## src/rtl/irqc_pkg.sv

```systemverilog
`timescale 1ns/1ps
package irqc_pkg;

    localparam int ADDR_W = 12;

    localparam logic [ADDR_W-1:0] A_PEND   = 12'h010;
    localparam logic [ADDR_W-1:0] A_ENSET  = 12'h020;
    localparam logic [ADDR_W-1:0] A_ENCLR  = 12'h030;
    localparam logic [ADDR_W-1:0] A_PRIO   = 12'h040;
    localparam logic [ADDR_W-1:0] A_POL    = 12'h050;
    localparam logic [ADDR_W-1:0] A_TYPE   = 12'h060;
    localparam logic [ADDR_W-1:0] A_SSTAT  = 12'h080;
    localparam logic [ADDR_W-1:0] A_SCLR   = 12'h088;
    localparam logic [ADDR_W-1:0] A_SENSET = 12'h090;
    localparam logic [ADDR_W-1:0] A_SENCLR = 12'h098;
    localparam logic [ADDR_W-1:0] A_MAP    = 12'h200;

    typedef enum logic [3:0] {
        R_NONE, R_PEND, R_ENSET, R_ENCLR, R_PRIO, R_POL, R_TYPE,
        R_SSTAT, R_SCLR, R_SENSET, R_SENCLR, R_MAP
    } reg_sel_e;

    typedef struct packed {
        reg_sel_e   sel;
        logic       hi;
        logic [5:0] map_idx;
    } decode_t;

    // Maps a byte address to a register kind, word half and map slot.
    function automatic decode_t reg_decode(input logic [ADDR_W-1:0] a);
        decode_t d;
        d.sel     = R_NONE;
        d.hi      = 1'b0;
        d.map_idx = a[7:2];
        case (a)
            A_PEND:          d.sel = R_PEND;
            A_PEND + 12'h4:  begin d.sel = R_PEND;  d.hi = 1'b1; end
            A_ENSET:         d.sel = R_ENSET;
            A_ENSET + 12'h4: begin d.sel = R_ENSET; d.hi = 1'b1; end
            A_ENCLR:         d.sel = R_ENCLR;
            A_ENCLR + 12'h4: begin d.sel = R_ENCLR; d.hi = 1'b1; end
            A_PRIO:          d.sel = R_PRIO;
            A_POL:           d.sel = R_POL;
            A_POL + 12'h4:   begin d.sel = R_POL;   d.hi = 1'b1; end
            A_TYPE:          d.sel = R_TYPE;
            A_TYPE + 12'h4:  begin d.sel = R_TYPE;  d.hi = 1'b1; end
            A_SSTAT:         d.sel = R_SSTAT;
            A_SCLR:          d.sel = R_SCLR;
            A_SENSET:        d.sel = R_SENSET;
            A_SENCLR:        d.sel = R_SENCLR;
            default: begin
                if (a[ADDR_W-1:8] == A_MAP[ADDR_W-1:8] && a[1:0] == 2'b00)
                    d.sel = R_MAP;
            end
        endcase
        return d;
    endfunction

endpackage

```

## src/rtl/irqc_src_cell.sv

```systemverilog
`timescale 1ns/1ps
module irqc_src_cell (
    input  logic clk,
    input  logic rst,
    input  logic raw,
    input  logic active_low,
    input  logic edge_mode,
    input  logic clr,
    output logic pend
);
    logic act;
    logic act_prev;
    logic set_now;

    always_comb begin
        act     = raw ^ active_low;
        set_now = edge_mode ? (act & ~act_prev) : act;
    end

    always_ff @(posedge clk) begin
        if (rst) begin
            act_prev <= 1'b0;
            pend     <= 1'b0;
        end else begin
            act_prev <= act;
            pend     <= set_now | (pend & ~clr);
        end
    end
endmodule

```

## src/rtl/irqc_prio_enc.sv

```systemverilog
`timescale 1ns/1ps
module irqc_prio_enc #(
    parameter int N  = 40,
    parameter int IW = 6
) (
    input  logic [N-1:0]  req,
    output logic [IW-1:0] idx,
    output logic          valid
);
    always_comb begin
        idx = '1;
        for (int i = N - 1; i >= 0; i--) begin
            if (req[i]) idx = IW'(i);
        end
        valid = |req;
    end
endmodule

```

## src/rtl/irqc_chan_map.sv

```systemverilog
`timescale 1ns/1ps
module irqc_chan_map #(
    parameter int N  = 40,
    parameter int IW = 6,
    parameter int W  = 6
) (
    input  logic          clk,
    input  logic          rst,
    input  logic          we,
    input  logic [IW-1:0] idx,
    input  logic [W-1:0]  wdata,
    output logic [W-1:0]  rdata
);
    logic [W-1:0] slot_q [N];
    logic         in_range;

    assign in_range = (32'(idx) < N);
    assign rdata    = in_range ? slot_q[idx] : '0;

    always_ff @(posedge clk) begin
        if (rst) begin
            for (int i = 0; i < N; i++) slot_q[i] <= W'(i);
        end else if (we && in_range) begin
            slot_q[idx] <= wdata;
        end
    end
endmodule

```

## src/rtl/irqc_top.sv

```systemverilog
`timescale 1ns/1ps
module irqc_top
    import irqc_pkg::*;
#(
    parameter int NPRI = 40,
    parameter int NSEC = 32,
    parameter int DW   = 32,
    parameter int IDXW = 6,
    parameter int MAPW = 6
) (
    input  logic              clk,
    input  logic              rst,
    input  logic [ADDR_W-1:0] bus_addr,
    input  logic              bus_wr,
    input  logic [DW-1:0]     bus_wdata,
    output logic [DW-1:0]     bus_rdata,
    input  logic [NPRI-1:1]   prim_in,
    input  logic [NSEC-1:0]   sec_in,
    output logic              cpu_irq
);
    localparam int NHI = NPRI - DW;

    decode_t          dec;
    logic [NPRI-1:0]  wmask;
    logic [NPRI-1:0]  pclr_m, enset_m, enclr_m;
    logic [NPRI-1:0]  pend_q, en_q, pol_q, type_q;
    logic [NPRI-1:0]  src_raw, req_v;
    logic [NSEC-1:0]  sec_pend_q, sec_en_q;
    logic [NSEC-1:0]  sclr_m, senset_m, senclr_m;
    logic             cascade;
    logic [IDXW-1:0]  prio_idx;
    logic             prio_valid;
    logic             map_we;
    logic [MAPW-1:0]  map_rdata;

    function automatic logic [DW-1:0] pick(input logic [NPRI-1:0] v, input logic hi);
        return hi ? DW'(v[NPRI-1:DW]) : v[DW-1:0];
    endfunction

    always_comb begin
        dec      = reg_decode(bus_addr);
        wmask    = dec.hi ? {bus_wdata[NHI-1:0], {DW{1'b0}}} : {{NHI{1'b0}}, bus_wdata};
        pclr_m   = (bus_wr && dec.sel == R_PEND)   ? wmask : '0;
        enset_m  = (bus_wr && dec.sel == R_ENSET)  ? wmask : '0;
        enclr_m  = (bus_wr && dec.sel == R_ENCLR)  ? wmask : '0;
        sclr_m   = (bus_wr && dec.sel == R_SCLR)   ? bus_wdata[NSEC-1:0] : '0;
        senset_m = (bus_wr && dec.sel == R_SENSET) ? bus_wdata[NSEC-1:0] : '0;
        senclr_m = (bus_wr && dec.sel == R_SENCLR) ? bus_wdata[NSEC-1:0] : '0;
        map_we   = bus_wr && dec.sel == R_MAP;
    end

    // Primary enables and per-source configuration
    always_ff @(posedge clk) begin
        if (rst) begin
            en_q   <= '0;
            pol_q  <= '0;
            type_q <= '0;
        end else begin
            en_q <= (en_q | enset_m) & ~enclr_m;
            if (bus_wr && dec.sel == R_POL)
                pol_q <= dec.hi ? {bus_wdata[NHI-1:0], pol_q[DW-1:0]}
                                : {pol_q[NPRI-1:DW], bus_wdata};
            if (bus_wr && dec.sel == R_TYPE)
                type_q <= dec.hi ? {bus_wdata[NHI-1:0], type_q[DW-1:0]}
                                 : {type_q[NPRI-1:DW], bus_wdata};
        end
    end

    // Secondary group: level latch with write-one clear
    always_ff @(posedge clk) begin
        if (rst) begin
            sec_pend_q <= '0;
            sec_en_q   <= '0;
        end else begin
            sec_pend_q <= sec_in | (sec_pend_q & ~sclr_m);
            sec_en_q   <= (sec_en_q | senset_m) & ~senclr_m;
        end
    end

    assign cascade = |(sec_pend_q & sec_en_q);
    assign src_raw = {prim_in, cascade};

    for (genvar g = 0; g < NPRI; g++) begin : g_src
        irqc_src_cell u_cell (
            .clk        (clk),
            .rst        (rst),
            .raw        (src_raw[g]),
            .active_low (pol_q[g]),
            .edge_mode  (type_q[g]),
            .clr        (pclr_m[g]),
            .pend       (pend_q[g])
        );
    end

    assign req_v = pend_q & en_q;

    irqc_prio_enc #(.N(NPRI), .IW(IDXW)) u_prio (
        .req   (req_v),
        .idx   (prio_idx),
        .valid (prio_valid)
    );

    irqc_chan_map #(.N(NPRI), .IW(6), .W(MAPW)) u_map (
        .clk   (clk),
        .rst   (rst),
        .we    (map_we),
        .idx   (dec.map_idx),
        .wdata (bus_wdata[MAPW-1:0]),
        .rdata (map_rdata)
    );

    assign cpu_irq = prio_valid;

    always_comb begin
        case (dec.sel)
            R_PEND:             bus_rdata = pick(pend_q, dec.hi);
            R_ENSET, R_ENCLR:   bus_rdata = pick(en_q, dec.hi);
            R_PRIO:             bus_rdata = DW'(prio_idx);
            R_POL:              bus_rdata = pick(pol_q, dec.hi);
            R_TYPE:             bus_rdata = pick(type_q, dec.hi);
            R_SSTAT, R_SCLR:    bus_rdata = DW'(sec_pend_q);
            R_SENSET, R_SENCLR: bus_rdata = DW'(sec_en_q);
            R_MAP:              bus_rdata = DW'(map_rdata);
            default:            bus_rdata = '0;
        endcase
    end
endmodule

```

## config.mk

```make
export PLATFORM = sky130hd
export DESIGN_NAME = irqc_top
export DESIGN_NICKNAME = d
export VERILOG_FILES = /design/src/rtl/irqc_pkg.sv /design/src/rtl/irqc_src_cell.sv /design/src/rtl/irqc_prio_enc.sv /design/src/rtl/irqc_chan_map.sv /design/src/rtl/irqc_top.sv
export SDC_FILE = /design/constraint.sdc
export NUM_CORES = 1
export LEC_CHECK = 0
export ABC_AREA = 1
export BUFFER_PORTS_ARGS = -buffer_cell sky130_fd_sc_hd__buf_2
export CAP_MARGIN = 20
export CORE_ASPECT_RATIO = 0.8
export CORE_MARGIN = 4
export CORE_UTILIZATION = 50
export DETAILED_ROUTE_END_ITERATION = 7
export GPL_TIMING_DRIVEN = 0
export MAX_ROUTING_LAYER = met4
export PLACE_DENSITY_LB_ADDON = 0.25
export REMOVE_ABC_BUFFERS = 1
export SLEW_MARGIN = 20
export SYNTH_ARGS = -nofsm -noshare
export SYNTH_HDL_FRONTEND = slang
export SYNTH_SLANG_ARGS = --single-unit
```

## constraint.sdc

```tcl
create_clock -name clk -period 4.25 [get_ports clk]
set_input_delay 0.85 -clock clk [delete_from_list [all_inputs] [get_ports clk]]
set_output_delay 0.85 -clock clk [all_outputs]
set_load 0.01 [all_outputs]
```

# Word level (Yosys, flattened, before mapping)
# Memory sizes are Yosys's and may differ from the RTL's.
# Index checks and enable logic that the tools add are counted.
# totals
ff_bits	264
ram_bits	240
inputBits	118
output_inout_bits	33
word_cells	500
mem_count	1
# op_classes
magnitude_cmp	1
n_eq_ne	27
mux	104
bitwise	252
reduce_logical	28
# mem_list
name	words	word_bits	rd	rd_ports_with_merged_regs	wr	line_no	text
u_map.slot_q	40	6	1	0	40	irqc_chan_map.sv:14	logic [W-1:0] slot_q [N];
# op_table
operator	count
32-bit one-hot mux with 8 select lines	1
32-bit 2-to-1 mux	7
6-bit 2-to-1 mux	35
40-bit 2-to-1 mux	4
32-bit AND	3
1-bit NOT	81
1-bit AND	80
40-bit AND	2
32-bit NOT	2
32-bit bitwise OR	2
12-bit by 7-bit == test with 1-bit output (second input constant)	5
12-bit by 6-bit == test with 1-bit output (second input constant)	4
12-bit by 8-bit == test with 1-bit output (second input constant)	4
1-bit 2-to-1 mux	47
5-bit 2-to-1 mux	8
40-bit NOT	1
1-bit bitwise OR	40
40-bit bitwise OR	1
4-bit one-hot mux with 10 select lines	1
40-bit OR reduction	1
1-bit bitwise XOR	40
32-bit OR reduction	1
12-bit by 5-bit == test with 1-bit output (second input constant)	2
4-bit by 3-bit == test with 1-bit output (second input constant)	4
11 further kinds	36

# Longest topological paths before layout
# Gate-level depths: netlist (run 1).
# depth
ltp_word	42
mapped_depth	41
ltp_nobuf	41

# By module
# Synthesis (run 1) repeated with hierarchy kept, for this count alone.
# hier_totals
hier_cells	3400
hier_area_um2	25814.8
# by_module_without_submodules
module	instances	cells_each	area_each_um2	seq_area_each_um2
irqc_chan_map	1	1224	11443.5	7206.9
irqc_top	1	1519	10090.9	3683.5
irqc_src_cell	40	13	92.6	40.0
irqc_prio_enc	1	137	576.8	0.0

# Least setup slack after synthesis (run 1)
# No wires, ideal clock.
# synth_timing
path_type	input to output
startpoint	input port bus_addr[7]
endpoint	output port bus_rdata[4]
arrival_ps	3515
required_time_ps	3400
slack_ps	-115
path_stages	23
path_buffers	2
path_cell_list	buf_2 -> nor2_2 -> inv_2 -> nor2_4 -> inv_4 -> nor2_4 -> inv_2 -> nor2_4 -> inv_2 -> o21ai_2 -> nor3_2 -> o211ai_2 -> o31ai_1 -> inv_1 -> o311ai_0 -> nand2_1 -> inv_1 -> nand3_1 -> inv_2 -> buf_2 -> o211ai_1 -> o221ai_1 -> a2111o_1
# synth_via
elab_chain_cells	6
word_cells_on_any_way	45
cone_classes	order compare: 1; eq/ne: 26; mux: 8; reduce/logical: 9; memory: 1
# synth_lines
element	line_no	text
from (decl)	irqc_top.sv:13	input logic [ADDR_W-1:0] bus_addr,
12-bit by 7-bit == test with 1-bit output (tied with other cells)	irqc_pkg.sv:35	case (a)
2-bit OR reduction (no source line)	-	
4-bit one-hot mux with 10 select lines	irqc_pkg.sv:35	
4-bit == test (tied with other cells)	irqc_top.sv:115	case (dec.sel)
2-bit OR reduction	irqc_top.sv:115	
32-bit one-hot mux with 8 select lines (*)	irqc_top.sv:115	
to (decl)	irqc_top.sv:16	output logic [DW-1:0] bus_rdata,
# Mark *: on every way between the ends. The rest lies on a longest branch, timed or not.

# Worst setup path in the final report (run 1)
# layout_timing
startpoint	input port bus_addr[5]
endpoint	output port bus_rdata[0]
# The elaborated chain is that of the path after synthesis.

==> results of run 1 <==
[state kept, by name, summed over array words and instances, names as in the netlist]
register	cells
g_src.u_cell.pend	40
sec_en_q	32
sec_pend_q	32
u_map.slot_q	352
g_src.u_cell.act_prev	40
en_q	40
pol_q	40
type_q	40
[per-layer routing]
metal  vias up  wire (µm)  global-route usage
li1      10800          -                   -
met1     11600      36200               0.445
met2      1810      39000               0.448
met3       411      13700              0.0842
met4         0       4340               0.112
met5         -          0                   -
[worst min-delay path, cell delays in order]
cell and delay, ns:
buf_2 0.09, inv_1 0.04, a21oi_1 0.05
[report_power, final]
part,internal [mW],leakage (nW),switching (mW)
sequential,6.58,5.59,0.117
clock,3.21,0.988,2.36
combinational,0.304,6.47,0.671
total,10.1,13.1,3.15
[per-stage QoR]
step | setup slack (ns) | cells | utilization | TNS, ns | area, µm²
finish | -0.459 | 4001 | 0.633 | -11.44 | 33600
detailed placement | -3.01 | 3766 | 0.551 | -1319.63 | 29200
global route | -0.622 | 4001 | 0.633 | -13.53 | 33600
floorplan | -3.53 | 2887 | - | -1350.36 | 26800
global placement | -10.36 | 3730 | 0.537 | -4454.14 | 28500
CTS | -0.151 | 3977 | 0.625 | -2.58 | 33100
[repair_timing]
action,CTS,global route
buffers inserted,81,20
endpoints found under the setup margin,703,42
pin swaps,49,45
gates cloned,19,1
resized for setup,224,72
[cells by family after synthesis]
family / after synthesis / synth area share
and+or+nand+nor: 1227 / 0.183
AOI/OAI and AO/OA: 683 / 0.167
DFF: 616 / 0.586
buffers and inverters: 394 / 0.0549
xor gates and xnor gates: 18 / 0.00582
muxes: 8 / 0.00296
other: 1 / 0.000138
[worst max path at each step]
stage / from / end / cells after the start
finish: bus_addr[5] / bus_rdata[0] / 18
CTS: bus_addr[10] / bus_rdata[1] / 24
global route: g_src[37].u_cell.pend / bus_rdata[0] / 41
detailed placement: bus_addr[4] / bus_rdata[2] / 13
global placement: bus_addr[4] / type_q[22] / 11
floorplan: bus_addr[4] / type_q[0] / 10
[cells in the final DEF, fill, tap and decap left out, types with 20 or more instances in the layout]
cell type	n
inv_1	140
nand3_1	29
conb_1	112
a22o_1	23
a22oi_2	24
o21ai_0	133
nor3_1	41
a22oi_1	95
nor2_2	23
buf_2	131
nand4_1	42
dfxtp_1	261
clkbuf_16	61
o22ai_1	24
buf_12	20
a211oi_1	95
buf_4	96
nor2_1	495
nand2_2	26
nand2_1	516
inv_2	56
a21oi_1	137
buf_6	21
edfxtp_1	352
[area by class of cell]
type | count | share of cell area
diodes | 6 | 0.000447
well taps | 693 | 0.0258
repair inverters | 9 | 0.00321
clock inverters | 33 | 0.0121
inverters | 223 | 0.0284
multi-input cells | 2054 | 0.334
flip-flops and latches | 616 | 0.472
repair buffers | 289 | 0.0756
clock buffers | 78 | 0.0479
==> metrics, run 1 <==
post-synthesis register bit count 616; Yosys warning total 0; largest net degree at the start of global routing 116; Yosys top cell by area edfxtp_1; clk slew on worst S/H paths about 0.06 ns; Netlist cell types 53; sequential-to-total area share from yosys stat 0.586; first-pass GRT wire length between 100000 and 150000 µm; Top delay family on crit path buffers and inverters; WL final 93200 µm; required time worst endpoint between 3 and 4 ns; CTS Root Cell clkbuf_16; ranking of synthesized cells by area edfxtp_1 39%, dfxtp_1 20%, nand2_1 7.7%; failing checks design-rule violations, negative setup slack; Clock Sinks 616; placed wire-length estimate around 54000 µm; final worst slack -0.459 ns; number of flops mapped to enable cells by yosys ~350; Setup Crit Path Kind primary input to primary output; Max Clk Rate between 200 and 250 MHz; Lkg Pwr around 13 nW; grt ovf 0; # hold bufs at CTS 0; crit path max fanout 6; Fill cells between 4k and 5k; CTS tree done; register area between 15000 and 20000 µm²; H-tree depth 2; Starting Density 0.511; top cells by count, synth 555 x nand2_1, 511 x nor2_1, 352 x edfxtp_1; RSZ-0062 raised after global routing yes; Worst-Margin Slew approximately 0.98 ns; GRT Util Overall 0.318; Min-Delay Startpoint sec_in[19]; layout cells sized above 1 0.201; die footprint 58000 µm²; Detailed Routing Iterations Pass 1 8; final clock skew 0.0147 ns; port bufs 150; Fin Hold WS 0.444 ns; Die W ~270 µm; initial antenna violation count 6; slowest CP cell a211oi_1; Final Hold Viols 0; top-area cell type share of the netlist area 0.390; r2r startpoint sec_pend_q[11]; Post-Syn Instances slightly below 3k; vias about 25k; num rows 75; DRC errors left 32; DR iter-0 viols approximately 4k; status finished, violations left; Worst slew margin 0.344; Startpoint Class primary input; post-route minimum period approximately 4.7 ns; CP Buf/Inv Count 9; Die H ~220 µm; clock latency on the worst-skew pair approximately 0.64 ns; vias in the first global route approximately 23k; Post-Syn Area approximately 27000 µm²; reg2reg end g_src[0].u_cell.pend; CTS buffer count approximately 60; multi-input logic area between 10000 and 15000 µm²; CTS max path bufs 3; Nets about 3.4k; VDD IR max 0.326 mV; core area between 50000 and 60000 µm²; Final period util 1.11; Hold Path Stages 3; Layout area overhead 24.0%; CP peak stage delay roughly 0.40 ns; Max Transition Viols Final 0; CP cell instances buf_16, clkinvlp_4, buf_4, nor2_1, inv_1, nor2_1, a211oi_1, nand2_2, nand2_4, clkinvlp_4, nor3_4, clkinv_4, buf_6, nand2_8, buf_4, a211oi_2, nand2_1, buf_6; GPL Wtd Cong 0.922; total power 13.2 mW; crit end category primary output; max_cap viols 0; final setup violation count 32; # IOs 151; worst r2r path cells 8; Hold EP sec_pend_q[19]; P per Cell Area a little under 400 nW/µm²; count leader, synth nand2_1; drt via density between 6 and 7; r2r setup slk 1.51 ns; Post-synth ARST share 0; Critical Path AT a little under 4 ns; remaining antenna violation count 0; Most used DFF post-synth edfxtp_1; hold crit path type primary input to flop; Avg Cell Area, Syn between 9 and 10 µm²; wire per inst ~23 µm
Note: power is estimated with default switching activity, not from simulation.
==> run 2, diff against run 1 <==
- CELL_PAD_IN_SITES_DETAIL_PLACEMENT: not set -> 1
- CELL_PAD_IN_SITES_GLOBAL_PLACEMENT: not set -> 1
- CORE_UTILIZATION: 50 -> 43
- SETUP_SLACK_MARGIN: not set -> 0.5
==> run 2 against run 1 <==
The flow finishes with violations (negative setup slack). Combinational power is 9.7% higher. Sequential share of layout area is 1.3 points lower. Critical path depth fell by 3. Worst hold slack gained 0.017 ns. Utilization shrank 7.4 points. Via count increased by 3.9%. Cell count grew 4.1%. Clock skew grew 0.0028 ns. Setup slack gained 0.0070 ns. Clock power is 2% higher. Cell area up 2.9%.
==> metrics, run 2 (synthesized netlist as in run 1, its figures left out) <==
placed wire-length estimate 63900 µm (+18%); Starting Density 0.439 (-0.0720); Met3 Wirelength 12300 µm (-10%); GRT Util Overall 0.321 (+0.00267); Nets 3397 (+0.80%); GPL Wtd Cong 0.904 (-2.0%); post-route minimum period 4.70 ns (-0.00698 ns); Worst slew margin 0.222 (-0.121); CTS max path bufs 3 (unchanged); VDD IR max 0.257 mV (-21%); Startpoint Class primary input; Max Clk Rate 213 MHz (+0.15%); port bufs 150 (unchanged); # hold bufs at CTS 0 (unchanged); Setup Crit Path Kind primary input to primary output; Detailed Routing Iterations Pass 1 6 (-2); wire per inst 26.9 µm (+15%); Most flops, register u_map.slot_q; RSZ-0062 raised after global routing yes; r2r setup slk 1.33 ns (-0.18 ns); required time worst endpoint 3.40 ns (about the same); final setup violation count 32 (unchanged); leading cell type in the layout, fill and taps excluded nand2_1; die footprint 67100 µm² (+16%); worst r2r path cells 9 (+1); grt ovf 0 (unchanged); M1 WL 44000 µm (+22%); DR iter-0 viols 2794 (-28%); clock latency on the worst-skew pair 0.63 ns (about the same); metal2 WL 49800 µm (+28%); clk slew on worst S/H paths 0.06 ns (about the same); crit path max fanout 5 (-1); vias in the first global route 25.7k (+11%); Layout area overhead 27.5%; max_cap viols 0 (unchanged); hold crit path type primary input to flop; Clock Sinks 616 (unchanged); first-pass GRT wire length 158000 µm (+15%); drt via density 6.13 (-0.20%); TNS Setup -10.12 ns (+1.32 ns); Final period util 1.11 (-0.00164); initial antenna violation count 7 (+1); final worst slack -0.452 ns (+0.00698 ns); WL final 112000 µm (+20%); crit path from bus_addr[4]; remaining antenna violation count 0 (unchanged); status finished, violations left; CTS Root Cell clkbuf_16; final clock skew 0.0175 ns (+0.00283 ns); Lkg Pwr 13.2 nW (+1.0%); largest net degree at the start of global routing 120 (+3.4%); DRC errors left 0 (-100%); H-tree depth 3 (+1); crit end category primary output; core area 61700 µm² (+16%); Critical Path AT 3.85 ns (about the same); max FFs per register 352 (unchanged); Final Hold Viols 0 (unchanged); P per Cell Area 389 nW/µm² (-1.3%); num rows 81 (+8.0%); top sig layer met4; layout cells sized above 1 0.223 (+0.0214); Fin Hold WS 0.461 ns (+0.0172 ns); Die W 289 µm (+7.6%); # IOs 151 (unchanged); Max Transition Viols Final 0 (unchanged); CTS buffer count 66 (+12%); failing checks negative setup slack; worst setup path endpoint bus_rdata[5]; reg2reg end g_src[0].u_cell.pend; Die H 232 µm (+7.5%); vias 25.5k (+3.9%); most frequent cells in the layout 479 x nand2_1, 475 x nor2_1, 352 x edfxtp_1; CTS tree done; r2r startpoint sec_pend_q[14]; Worst-Margin Slew 1.16 ns (+0.185 ns)
run 2: cell types whose count changed in the layout (fill, tap and decap cells not counted), moves of 7 or more:
cell	change
nand2_2	+17
buf_4	+8
nand2_1	-37
nand2_4	+15
inv_2	-7
nor2_2	-16
nor2_4	+35
nor2_1	-20
run 2: power breakdown:
part / switching (mW) / leakage, nW / internal [mW]
Combinational: 0.738 / 6.59 / 0.329
Clock: 2.52 / 0.994 / 3.15
Sequential: 0.128 / 5.60 / 6.58
run 2: worst min-delay path by stage:
stage                                         start                    end  slack [ns]  cells past startpoint
after CTS                                sec_in[15]         sec_pend_q[15]        0.44                      3
after global placement    g_src[27].u_cell.act_prev  g_src[27].u_cell.pend        0.46                      3
after floorplan                            en_q[34]               en_q[34]        0.44                      2
after global routing                     sec_in[21]         sec_pend_q[21]        0.46                      3
after detailed placement  g_src[27].u_cell.act_prev  g_src[27].u_cell.pend        0.46                      3
final                                    sec_in[21]         sec_pend_q[21]        0.46                      3
run 2: metrics by stage:
stage / worst slack, ns / instance area, µm² / util / power (mW) / cells
floorplan: -3.53 / 26800 / - / 7.19 / 2887
global placement: -11.03 / 28600 / 0.464 / 7.58 / 3867
detailed placement: -3.45 / 29400 / 0.477 / 7.66 / 3905
CTS: -0.280 / 33400 / 0.542 / 13.3 / 4118
global route: -0.624 / 34500 / 0.559 / 13.8 / 4163
finish: -0.452 / 34500 / 0.560 / 13.4 / 4164
run 2: cell type report:
cell class / instances / area (µm²)
clock buffers: 87 / 1780
repair buffers: 313 / 2860
fillers: 6783 / 27200
well taps: 830 / 1040
inverters: 223 / 1010
clock inverters: 28 / 243
multi-input cells: 2052 / 11700
flip-flops and latches: 616 / 15900
diodes: 8 / 20.0
repair inverters: 7 / 63.8
run 2: critical path: stages:
cell,delay [ns]
buf_16,0.13
clkinvlp_4,0.08
buf_4,0.18
nor2_4,0.19
clkinvlp_4,0.21
nor2_1,0.21
inv_1,0.20
nand3_4,0.23
nand2_8,0.13
buf_12,0.23
mux2i_1,0.34
o221ai_1,0.16
a21oi_1,0.27
nand4_1,0.21
buf_4,0.21
run 2: what timing repair did:
| action | CTS | global route |
|---|---|---|
| pin swaps | 40 | 62 |
| resized for setup | 253 | 198 |
| buffers inserted | 81 | 38 |
| cloned | 17 | 0 |
| endpoints found under the hold margin | 0 | 0 |
| setup endpoints to repair | 726 | 445 |
run 2: metal layers:
layer / GRT usage / up-vias
met1: 0.431 / 12700
met2: 0.475 / 1591
li1: - / 10900
met4: 0.122 / 0
met3: 0.0733 / 437
met5: - / -
